$ cat config.mk
export PLATFORM = sky130hd
export DESIGN_NAME = cfgmem_ctrl
export DESIGN_NICKNAME = d
export VERILOG_FILES = /design/src/rtl/cfgmem_pkg.sv /design/src/rtl/cfgmem_seq.sv /design/src/rtl/cfgmem_store.sv /design/src/rtl/cfgmem_force.sv /design/src/rtl/cfgmem_ctrl.sv
export SDC_FILE = /design/constraint.sdc
export NUM_CORES = 1
export LEC_CHECK = 0
export BUFFER_PORTS_ARGS = -buffer_cell sky130_fd_sc_hd__buf_4
export CELL_PAD_IN_SITES_DETAIL_PLACEMENT = 1
export CELL_PAD_IN_SITES_GLOBAL_PLACEMENT = 2
export CORE_AREA = 2 2 153 304
export DETAILED_ROUTE_END_ITERATION = 8
export DIE_AREA = 0 0 155 306
export PLACE_DENSITY_LB_ADDON = 0.1
export SKIP_LAST_GASP = 1
export SYNTH_ARGS = -nofsm -noshare
export SYNTH_HDL_FRONTEND = slang
export SYNTH_SLANG_ARGS = --single-unit
$ cat constraint.sdc
create_clock -name clk -period 14.2 [get_ports clk]
set_input_delay 1.42 -clock clk [delete_from_list [all_inputs] [get_ports clk]]
set_output_delay 1.42 -clock clk [all_outputs]
set_load 0.01 [all_outputs]
$ cat src/rtl/cfgmem_pkg.sv
package cfgmem_pkg;

  typedef enum logic [2:0] {
    OP_PROG    = 3'd0,
    OP_VERIFY  = 3'd1,
    OP_SIGRD   = 3'd2,
    OP_SIGWR   = 3'd3,
    OP_LOCK    = 3'd4,
    OP_FORCE   = 3'd5,
    OP_ERASE   = 3'd6,
    OP_RSVD    = 3'd7
  } op_e;

  localparam int SIG_BYTE_W = 8;

endpackage

$ cat src/rtl/cfgmem_seq.sv
module cfgmem_seq
  import cfgmem_pkg::*;
#(
  parameter int OP_CYCLES    = 3,
  parameter int ERASE_CYCLES = 6
) (
  input  logic clk,
  input  logic rst_n,
  input  logic cmd_valid,
  input  op_e  cmd_op,
  output logic accept,
  output logic exec,
  output logic busy,
  output logic done
);

  localparam int MAXC  = (ERASE_CYCLES > OP_CYCLES) ? ERASE_CYCLES : OP_CYCLES;
  localparam int CNT_W = $clog2(MAXC + 1);

  logic             busy_q, busy_d;
  logic             done_q, done_d;
  logic [CNT_W-1:0] cnt_q, cnt_d;

  assign accept = cmd_valid & ~busy_q;
  assign exec   = busy_q & (cnt_q == '0);

  always_comb begin
    busy_d = busy_q;
    cnt_d  = cnt_q;
    done_d = 1'b0;
    if (accept) begin
      busy_d = 1'b1;
      cnt_d  = (cmd_op == OP_ERASE) ? CNT_W'(ERASE_CYCLES - 1) : CNT_W'(OP_CYCLES - 1);
    end else if (exec) begin
      busy_d = 1'b0;
      done_d = 1'b1;
    end else if (busy_q) begin
      cnt_d = cnt_q - 1'b1;
    end
  end

  always_ff @(posedge clk or negedge rst_n) begin
    if (!rst_n) begin
      busy_q <= 1'b0;
      done_q <= 1'b0;
      cnt_q  <= '0;
    end else begin
      busy_q <= busy_d;
      done_q <= done_d;
      cnt_q  <= cnt_d;
    end
  end

  assign busy = busy_q;
  assign done = done_q;

endmodule

$ cat src/rtl/cfgmem_store.sv
module cfgmem_store
  import cfgmem_pkg::*;
#(
  parameter int ROWS      = 8,
  parameter int ROW_W     = 32,
  parameter int SIG_BYTES = 8,
  localparam int ROW_AW   = $clog2(ROWS),
  localparam int SIG_AW   = $clog2(SIG_BYTES)
) (
  input  logic                  clk,
  input  logic                  rst_n,
  input  logic                  exec,
  input  op_e                   op,
  input  logic [ROW_AW-1:0]     row_addr,
  input  logic [SIG_AW-1:0]     sig_addr,
  input  logic [ROW_W-1:0]      wdata,
  output logic [ROW_W-1:0]      row_rd,
  output logic [SIG_BYTE_W-1:0] sig_rd,
  output logic                  secured
);

  logic [ROW_W-1:0]      fuse_q [ROWS];
  logic [SIG_BYTE_W-1:0] sig_q  [SIG_BYTES];
  logic                  lock_q, lock_d;
  logic                  wipe;

  assign wipe = exec & (op == OP_ERASE);

  for (genvar r = 0; r < ROWS; r++) begin : g_row
    logic             we;
    logic [ROW_W-1:0] nxt;
    assign we = exec & (op == OP_PROG) & (row_addr == ROW_AW'(r));
    always_comb begin
      nxt = fuse_q[r];
      if (wipe)    nxt = '0;
      else if (we) nxt = fuse_q[r] | wdata;
    end
    always_ff @(posedge clk or negedge rst_n) begin
      if (!rst_n)          fuse_q[r] <= '0;
      else if (wipe | we)  fuse_q[r] <= nxt;
    end
  end

  for (genvar b = 0; b < SIG_BYTES; b++) begin : g_sig
    logic                  we;
    logic [SIG_BYTE_W-1:0] nxt;
    assign we = exec & (op == OP_SIGWR) & (sig_addr == SIG_AW'(b));
    always_comb begin
      nxt = sig_q[b];
      if (wipe)    nxt = '0;
      else if (we) nxt = wdata[SIG_BYTE_W-1:0];
    end
    always_ff @(posedge clk or negedge rst_n) begin
      if (!rst_n)          sig_q[b] <= '0;
      else if (wipe | we)  sig_q[b] <= nxt;
    end
  end

  always_comb begin
    lock_d = lock_q;
    if (wipe)                          lock_d = 1'b0;
    else if (exec && (op == OP_LOCK))  lock_d = 1'b1;
  end

  always_ff @(posedge clk or negedge rst_n) begin
    if (!rst_n) lock_q <= 1'b0;
    else        lock_q <= lock_d;
  end

  assign row_rd  = fuse_q[row_addr];
  assign sig_rd  = sig_q[sig_addr];
  assign secured = lock_q;

endmodule

$ cat src/rtl/cfgmem_force.sv
module cfgmem_force #(
  parameter int NREG = 8
) (
  input  logic            clk,
  input  logic            rst_n,
  input  logic            fire,
  input  logic [NREG-1:0] value,
  input  logic [NREG-1:0] mask,
  output logic [NREG-1:0] pl_value,
  output logic [NREG-1:0] pl_strobe
);

  logic [NREG-1:0] val_q, val_d;
  logic [NREG-1:0] stb_q, stb_d;

  always_comb begin
    val_d = val_q;
    stb_d = '0;
    if (fire) begin
      val_d = value;
      stb_d = mask;
    end
  end

  always_ff @(posedge clk or negedge rst_n) begin
    if (!rst_n) begin
      val_q <= '0;
      stb_q <= '0;
    end else begin
      val_q <= val_d;
      stb_q <= stb_d;
    end
  end

  assign pl_value  = val_q;
  assign pl_strobe = stb_q;

endmodule

$ cat src/rtl/cfgmem_ctrl.sv
module cfgmem_ctrl
  import cfgmem_pkg::*;
#(
  parameter int ROWS         = 8,
  parameter int ROW_W        = 32,
  parameter int SIG_BYTES    = 8,
  parameter int NREG         = 8,
  parameter int OP_CYCLES    = 3,
  parameter int ERASE_CYCLES = 6,
  localparam int ROW_AW      = $clog2(ROWS),
  localparam int SIG_AW      = $clog2(SIG_BYTES),
  localparam int ADDR_W      = (ROW_AW > SIG_AW) ? ROW_AW : SIG_AW
) (
  input  logic              clk,
  input  logic              rst_n,
  input  logic              cmd_valid,
  input  logic [2:0]        cmd_op,
  input  logic [ADDR_W-1:0] cmd_addr,
  input  logic [ROW_W-1:0]  cmd_wdata,
  input  logic [NREG-1:0]   cmd_mask,
  output logic              busy,
  output logic              done,
  output logic              err,
  output logic [ROW_W-1:0]  rd_data,
  output logic [NREG-1:0]   pl_value,
  output logic [NREG-1:0]   pl_strobe,
  output logic              secured
);

  // reset: asserted asynchronously, released on the clock
  logic rst_meta, rst_sync;
  always_ff @(posedge clk or negedge rst_n) begin
    if (!rst_n) begin
      rst_meta <= 1'b0;
      rst_sync <= 1'b0;
    end else begin
      rst_meta <= 1'b1;
      rst_sync <= rst_meta;
    end
  end

  logic accept, exec;

  cfgmem_seq #(
    .OP_CYCLES   (OP_CYCLES),
    .ERASE_CYCLES(ERASE_CYCLES)
  ) u_seq (
    .clk      (clk),
    .rst_n    (rst_sync),
    .cmd_valid(cmd_valid),
    .cmd_op   (op_e'(cmd_op)),
    .accept   (accept),
    .exec     (exec),
    .busy     (busy),
    .done     (done)
  );

  // captured command
  op_e               op_q, op_d;
  logic [ADDR_W-1:0] addr_q, addr_d;
  logic [ROW_W-1:0]  wdata_q, wdata_d;
  logic [NREG-1:0]   mask_q, mask_d;

  always_comb begin
    op_d    = op_q;
    addr_d  = addr_q;
    wdata_d = wdata_q;
    mask_d  = mask_q;
    if (accept) begin
      op_d    = op_e'(cmd_op);
      addr_d  = cmd_addr;
      wdata_d = cmd_wdata;
      mask_d  = cmd_mask;
    end
  end

  always_ff @(posedge clk or negedge rst_sync) begin
    if (!rst_sync) begin
      op_q    <= OP_PROG;
      addr_q  <= '0;
      wdata_q <= '0;
      mask_q  <= '0;
    end else if (accept) begin
      op_q    <= op_d;
      addr_q  <= addr_d;
      wdata_q <= wdata_d;
      mask_q  <= mask_d;
    end
  end

  logic [ROW_W-1:0]      row_rd;
  logic [SIG_BYTE_W-1:0] sig_rd;
  logic                  lock;

  cfgmem_store #(
    .ROWS     (ROWS),
    .ROW_W    (ROW_W),
    .SIG_BYTES(SIG_BYTES)
  ) u_store (
    .clk     (clk),
    .rst_n   (rst_sync),
    .exec    (exec),
    .op      (op_q),
    .row_addr(addr_q[ROW_AW-1:0]),
    .sig_addr(addr_q[SIG_AW-1:0]),
    .wdata   (wdata_q),
    .row_rd  (row_rd),
    .sig_rd  (sig_rd),
    .secured (lock)
  );

  logic fire;
  assign fire = exec & (op_q == OP_FORCE) & ~lock;

  cfgmem_force #(
    .NREG(NREG)
  ) u_force (
    .clk      (clk),
    .rst_n    (rst_sync),
    .fire     (fire),
    .value    (wdata_q[NREG-1:0]),
    .mask     (mask_q),
    .pl_value (pl_value),
    .pl_strobe(pl_strobe)
  );

  // completion result
  logic [ROW_W-1:0] rd_q, rd_d;
  logic             err_q, err_d;

  always_comb begin
    rd_d  = '0;
    err_d = 1'b0;
    unique case (op_q)
      OP_VERIFY: begin
        if (lock) err_d = 1'b1;
        else      rd_d  = row_rd;
      end
      OP_SIGRD:  rd_d  = {{(ROW_W - SIG_BYTE_W){1'b0}}, sig_rd};
      OP_FORCE:  err_d = lock;
      OP_RSVD:   err_d = 1'b1;
      default:   ;
    endcase
  end

  always_ff @(posedge clk or negedge rst_sync) begin
    if (!rst_sync) begin
      rd_q  <= '0;
      err_q <= 1'b0;
    end else if (exec) begin
      rd_q  <= rd_d;
      err_q <= err_d;
    end
  end

  assign rd_data = rd_q;
  assign err     = err_q;
  assign secured = lock;

endmodule

### After elaboration in Yosys (flattened, before gate mapping)

Cells that the tools add are included.

* add/sub/neg operators: 1
* multiply operators: 0
* divide/modulo/power cells: 0
* $lt $le $gt $ge: 1
* equality and inequality tests: 16
* shifts and indexed selects: 0
* multiplexer cells: 53
* bitwise logic cells: 50
* reduce and logical (&&, ||, !) cells: 40

Operator list (count)
* two-way mux 32 bit: 19
* OR 32 bit: 8
* two-way mux 8 bit: 19
* binary-select mux 32 bit (select 3 bit): 1
* case mux 32 bit (2 select lines): 1
* nonzero test 2 bit: 19
* AND reduction 2 bit: 17
* == test 3 bit, second input constant: 9
* binary-select mux 8 bit (select 3 bit): 1
* AND 1 bit: 23
* OR 1 bit: 16
* == test 3 x 2 -> 1 bit, second input constant: 4
* two-way mux 3 bit: 4
* logical NOT 3 bit: 3
* two-way mux 1 bit: 7
* == test 3 x 1 -> 1 bit, second input constant: 2
* >= comparator 4 bit, second input constant: 1
* inverter 3 -> 4 bit: 1
* case mux 1 bit (3 select lines): 1
* subtractor 3 x 1 -> 3 bit, second input constant: 1
* inequality test 2 bit, second input constant: 1
* inverter 1 bit: 2
* logical AND 1 bit: 1

* register bits after elaboration: 423
* latch bits: 0
* memory bits (writable): 0
* bits in read-only memories: 0
* input port bits: 49
* output and inout port bits: 52
* word-level logic and storage cells: 191
* memories: 0

### Depth between registers and ports, before layout

* depth in word-level cells: 6
* depth in mapped cells: 11
* gate-level depth less buffers: 8

### Cells and area by module

From an unflattened synthesis, not the netlist that was laid out.

* cells, all modules: 1709
* area, all modules: 19027.0 µm²

By module, submodules not included
* cfgmem_store: times used 1, cells an instance 1457, area each 15105.7 µm², sequential area each 8032.7 µm²
* cfgmem_ctrl: times used 1, cells an instance 188, area each 3054.2 µm², sequential area each 2026.9 µm²
* cfgmem_force: times used 1, cells an instance 34, area each 570.5 µm², sequential area each 400.4 µm²
* cfgmem_seq: times used 1, cells an instance 30, area each 296.5 µm², sequential area each 125.1 µm²

### Least setup slack after synthesis

OpenSTA, ideal clock, no wires.

* path kind: input-to-reg
* start: input cmd_valid
* end: register wdata_q[17]
* data arrival time: 2.513 ns
* data required time: 14.075 ns
* path slack: 11.562 ns
* stages on the path: 4
* path buffers: 2
* cell sequence: nor2b_1 buf_2 buf_1 mux2_2

* longest elaborated chain between the ends: 1

Ends and longest elaborated chain
* start, declared: RTL line cfgmem_ctrl.sv:16 `input logic cmd_valid,`
* AND 1 bit: RTL line cfgmem_seq.sv:24 `assign accept = cmd_valid & ~busy_q;`
* end signal, assigned: RTL line cfgmem_ctrl.sv:86 `wdata_q <= wdata_d;`
* end, declared: RTL line cfgmem_ctrl.sv:61 `logic [ROW_W-1:0] wdata_q, wdata_d;`

Every way passes these cells.
A chain may end at the register's enable or synchronous reset.

### Final worst setup path

* start: register u_seq.cnt_q[0]
* end: register u_store.fuse_q[135] (netlist name)

* longest elaborated chain between the ends: 6

Ends and longest elaborated chain
* start, declared: RTL line cfgmem_seq.sv:22 `logic [CNT_W-1:0] cnt_q, cnt_d;`
* start signal, assigned: RTL line cfgmem_seq.sv:50 `cnt_q <= cnt_d;`
* logical NOT 3 bit (*): RTL line cfgmem_seq.sv:25 `assign exec = busy_q & (cnt_q == '0);`
* AND 1 bit (*): RTL line cfgmem_seq.sv:25
* AND 1 bit (2 in series): RTL line cfgmem_store.sv:32 `assign we = exec & (op == OP_PROG) & (row_addr == ROW_AW'(r));`
* nonzero test 2 bit (no line) or OR 1 bit (tied branches)
* AND reduction 2 bit (no line)
* end signal, assigned by index: RTL line cfgmem_store.sv:40 `else if (wipe | we) fuse_q[r] <= nxt;`
* end, declared: RTL line cfgmem_store.sv:22 `logic [ROW_W-1:0] fuse_q [ROWS];`

Every way passes the cells marked *; elsewhere a longest branch is shown, timed or not.

==> results.json <==
{
  "ff2ff_path_depth": 9,
  "max_slew.worst_pin.slew_ns": 1.114,
  "drv_slew": 0,
  "yosysWarnings": 0,
  "rr_startpoint": "u_seq.cnt_q[0]",
  "dr.pass1.iters": 5,
  "clk_path_buf_depth": 3,
  "wl_per_cell_um": 23.41,
  "cts.repair.resized": 0,
  "synthAdderAreaFrac_pct": 0.1369,
  "die_area_um2": 47430,
  "setup_viol": 0,
  "cts.sinks": 423,
  "via_count": 12669,
  "synth_compound_gate_area_share_pct": 11.66,
  "postCtsHoldBufs": 0,
  "cp_max_fo": 97,
  "gr-total-overflow": 0,
  "ant_nets": 0,
  "core_um2": 45010,
  "setup_tns_ns": 0,
  "mappedNetlistArea_um2": 18280,
  "setup_ws_ns": 9.702,
  "drive_gt1_share_pct": 19.36,
  "synth_top_family_by_area": "multiplexers",
  "hold_viol_final": 0,
  "cellLeakagePower_nw": 9.914,
  "routabilityCongestion": 0.7610,
  "io_pins": 101,
  "drc_errors": 0,
  "final_util_pct": 45.46,
  "antenna_found_initial": 0,
  "cp.arrival_ns": 4.88,
  "endpoint_kind": "flop",
  "avgViaCountPerCell": 5.621,
  "ir_drop_mv": 0.1184,
  "post_cts_buffers": 0,
  "synthMuxAreaShare_pct": 14.02,
  "routed_wirelength_um": 52770,
  "status": "complete, no violations",
  "layout.cells.non_filler": 2254,
  "hold_class": "flop to asynchronous set/reset pin",
  "ys_ff_latch": 423,
  "yosys_most_used_dff": "dfrtp_1",
  "syn_nets": 1702,
  "post-place-ws_ns": 9.693,
  "synth_cell_types": 47,
  "start_util_pct": 40.62,
  "synth_edf_count": 0,
  "syn_area_per_cell_um2": 11.07,
  "grt_max_degree": 164,
  "grt_pass1_vias": 13916,
  "fin_nets": 1714,
  "dr.first_iter.drc_count": 581,
  "synth_simple_gate_area_share_pct": 11.16,
  "yosysSeqAreaShare_pct": 57.91,
  "final_cell_mix": "420 x dfrtp_1, 311 x a21oi_1, 284 x nor2_1, 129 x nand2_1, 122 x buf_4",
  "syn_to_final_growth_pct": 11.92,
  "fmax_mhz": 222.3,
  "die_w_um": 155,
  "root_buffer": "clkbuf_16",
  "criticalPathCategory": "flop to flop",
  "htree_num_levels": 2,
  "period_share_pct": 31.67,
  "async_flop_share_pct": 100.0,
  "relSlewSlack_pct": 25.55,
  "grt_pass1_wl_um": 83920,
  "cp-start-kind": "flop",
  "path_clk_slew_ns": 0.06,
  "final_common_cell": "dfrtp_1",
  "place_hpwl_um": 31970,
  "rrSetupSlack_ns": 9.70,
  "clock_latency_ns": 0.55,
  "numPortBuffers": 100,
  "worstPathRequired_ns": 14.58,
  "placedCellCount": 2179,
  "crit-reg2reg-capture": "u_store.fuse_q[135]",
  "fill_cells": 4851,
  "synthCells": 1651,
  "rsz0062_at_grt": "false",
  "synth_xor_xnor_area_share_pct": 0,
  "period_needed_ns": 4.498,
  "cts_tree": "built",
  "fp.dieH_um": 306,
  "powerDensity_nw_per_um2": 213.4,
  "antenna_cells": 0,
  "maxCapViolCount": 0,
  "skew_ns": 0.01479,
  "rows": 110,
  "grt.total_usage_pct": 22.84,
  "cts_buffers": 42
}
worst max-delay path, cell delays in order, from the launching register on:
cell	delay [ns]
dfrtp_1	0.38
inv_1	0.10
ha_1	0.20
nand2_1	0.06
or2_2	0.67
nor3b_2	0.34
and2_4	0.55
buf_4	0.79
buf_4	0.92
nor2_1	0.14
flip-flops by register name, summed over array words and instances (netlist names), 8 cells and up:
register,count
u_store.sig_q,64
u_force.pl_value,8
rd_data,32
u_force.pl_strobe,8
u_store.fuse_q,256
wdata_q,32
mask_q,8
per-stage QoR:
step / area (µm²) / total power (W) / hold slack (ns)
after floorplan: 18280 / 0.002835 / 0.3312
after global placement: 19060 / 0.003216 / 0.2756
after detailed placement: 19060 / 0.003266 / 0.2873
after CTS: 20460 / 0.004437 / 0.2895
after global routing: 20460 / 0.004638 / 0.3059
final: 20460 / 0.004367 / 0.2695
kinds of logic after synthesis:
family | after synthesis
simple gates | 490
flops | 423
compound gates | 395
mux | 181
buf+inv | 159
fa+ha+maj | 2
other cells | 1
Yosys cell counts, drive strengths merged, types with 2 or more instances:
cell type,instances,share of area (%)
or2,3,0.10
o221ai,3,0.14
clkbuf,58,1.2
nand2,129,2.6
nand3b,5,0.21
nor2b,5,0.17
nand3,28,0.79
o22ai,12,0.41
mux2i,67,3.7
a221oi,3,0.14
ha,2,0.14
o21ai,34,0.93
mux2,60,3.7
inv,3,0.062
o22a,2,0.096
nand2b,4,0.14
a221o,7,0.38
nor3,7,0.31
nor2,292,6.0
a2bb2oi,3,0.14
a21oi,311,8.5
nor3b,3,0.15
and2,9,0.31
a211o,6,0.29
o311ai,3,0.14
buf,97,3.8
a211oi,9,0.37
dfrtp,423,58
mux4,54,6.7
layout make-up:
class	instances	area, µm²	share of cell area [%]
inverters	4	15.01	0.07339
clock inverters	12	138.9	0.6789
repair buffers	123	935.9	4.575
well taps	560	700.7	3.425
multi-input cells	1069	6810	33.29
clock buffers	63	1261	6.165
flip-flops and latches	423	10600	51.79
per-layer routing:
metal | up-vias | track usage, % | part of all wire [%]
met5 | - | 0 | 0
met4 | 0 | 7.278 | 3.0
met3 | 72 | 2.064 | 2.4
met2 | 185 | 43.24 | 55
met1 | 6714 | 26.93 | 39
li1 | 5698 | - | -
power by group:
group          switching (W)  internal, W
registers           0.000463      0.00161
logic               0.000606     0.000536
clock network       0.000482     0.000668
worst max-delay path by stage:
| stage | depth (start not counted) | endpoint | startpoint | slack [ns] |
|---|---|---|---|---|
| 2_1_floorplan | 0 | addr_q[0] | rst_sync | 1.54 |
| 3_3_place_gp | 9 | u_store.fuse_q[201] | u_seq.cnt_q[0] | 9.77 |
| 3_5_place_dp | 9 | u_store.fuse_q[231] | u_seq.cnt_q[0] | 9.69 |
| 4_1_cts | 9 | u_store.fuse_q[231] | u_seq.cnt_q[0] | 9.66 |
| 5_1_grt | 9 | u_store.fuse_q[231] | u_seq.cnt_q[0] | 9.36 |
| 6_report | 9 | u_store.fuse_q[135] | u_seq.cnt_q[0] | 9.70 |
Power figures use the tool's default switching activity.
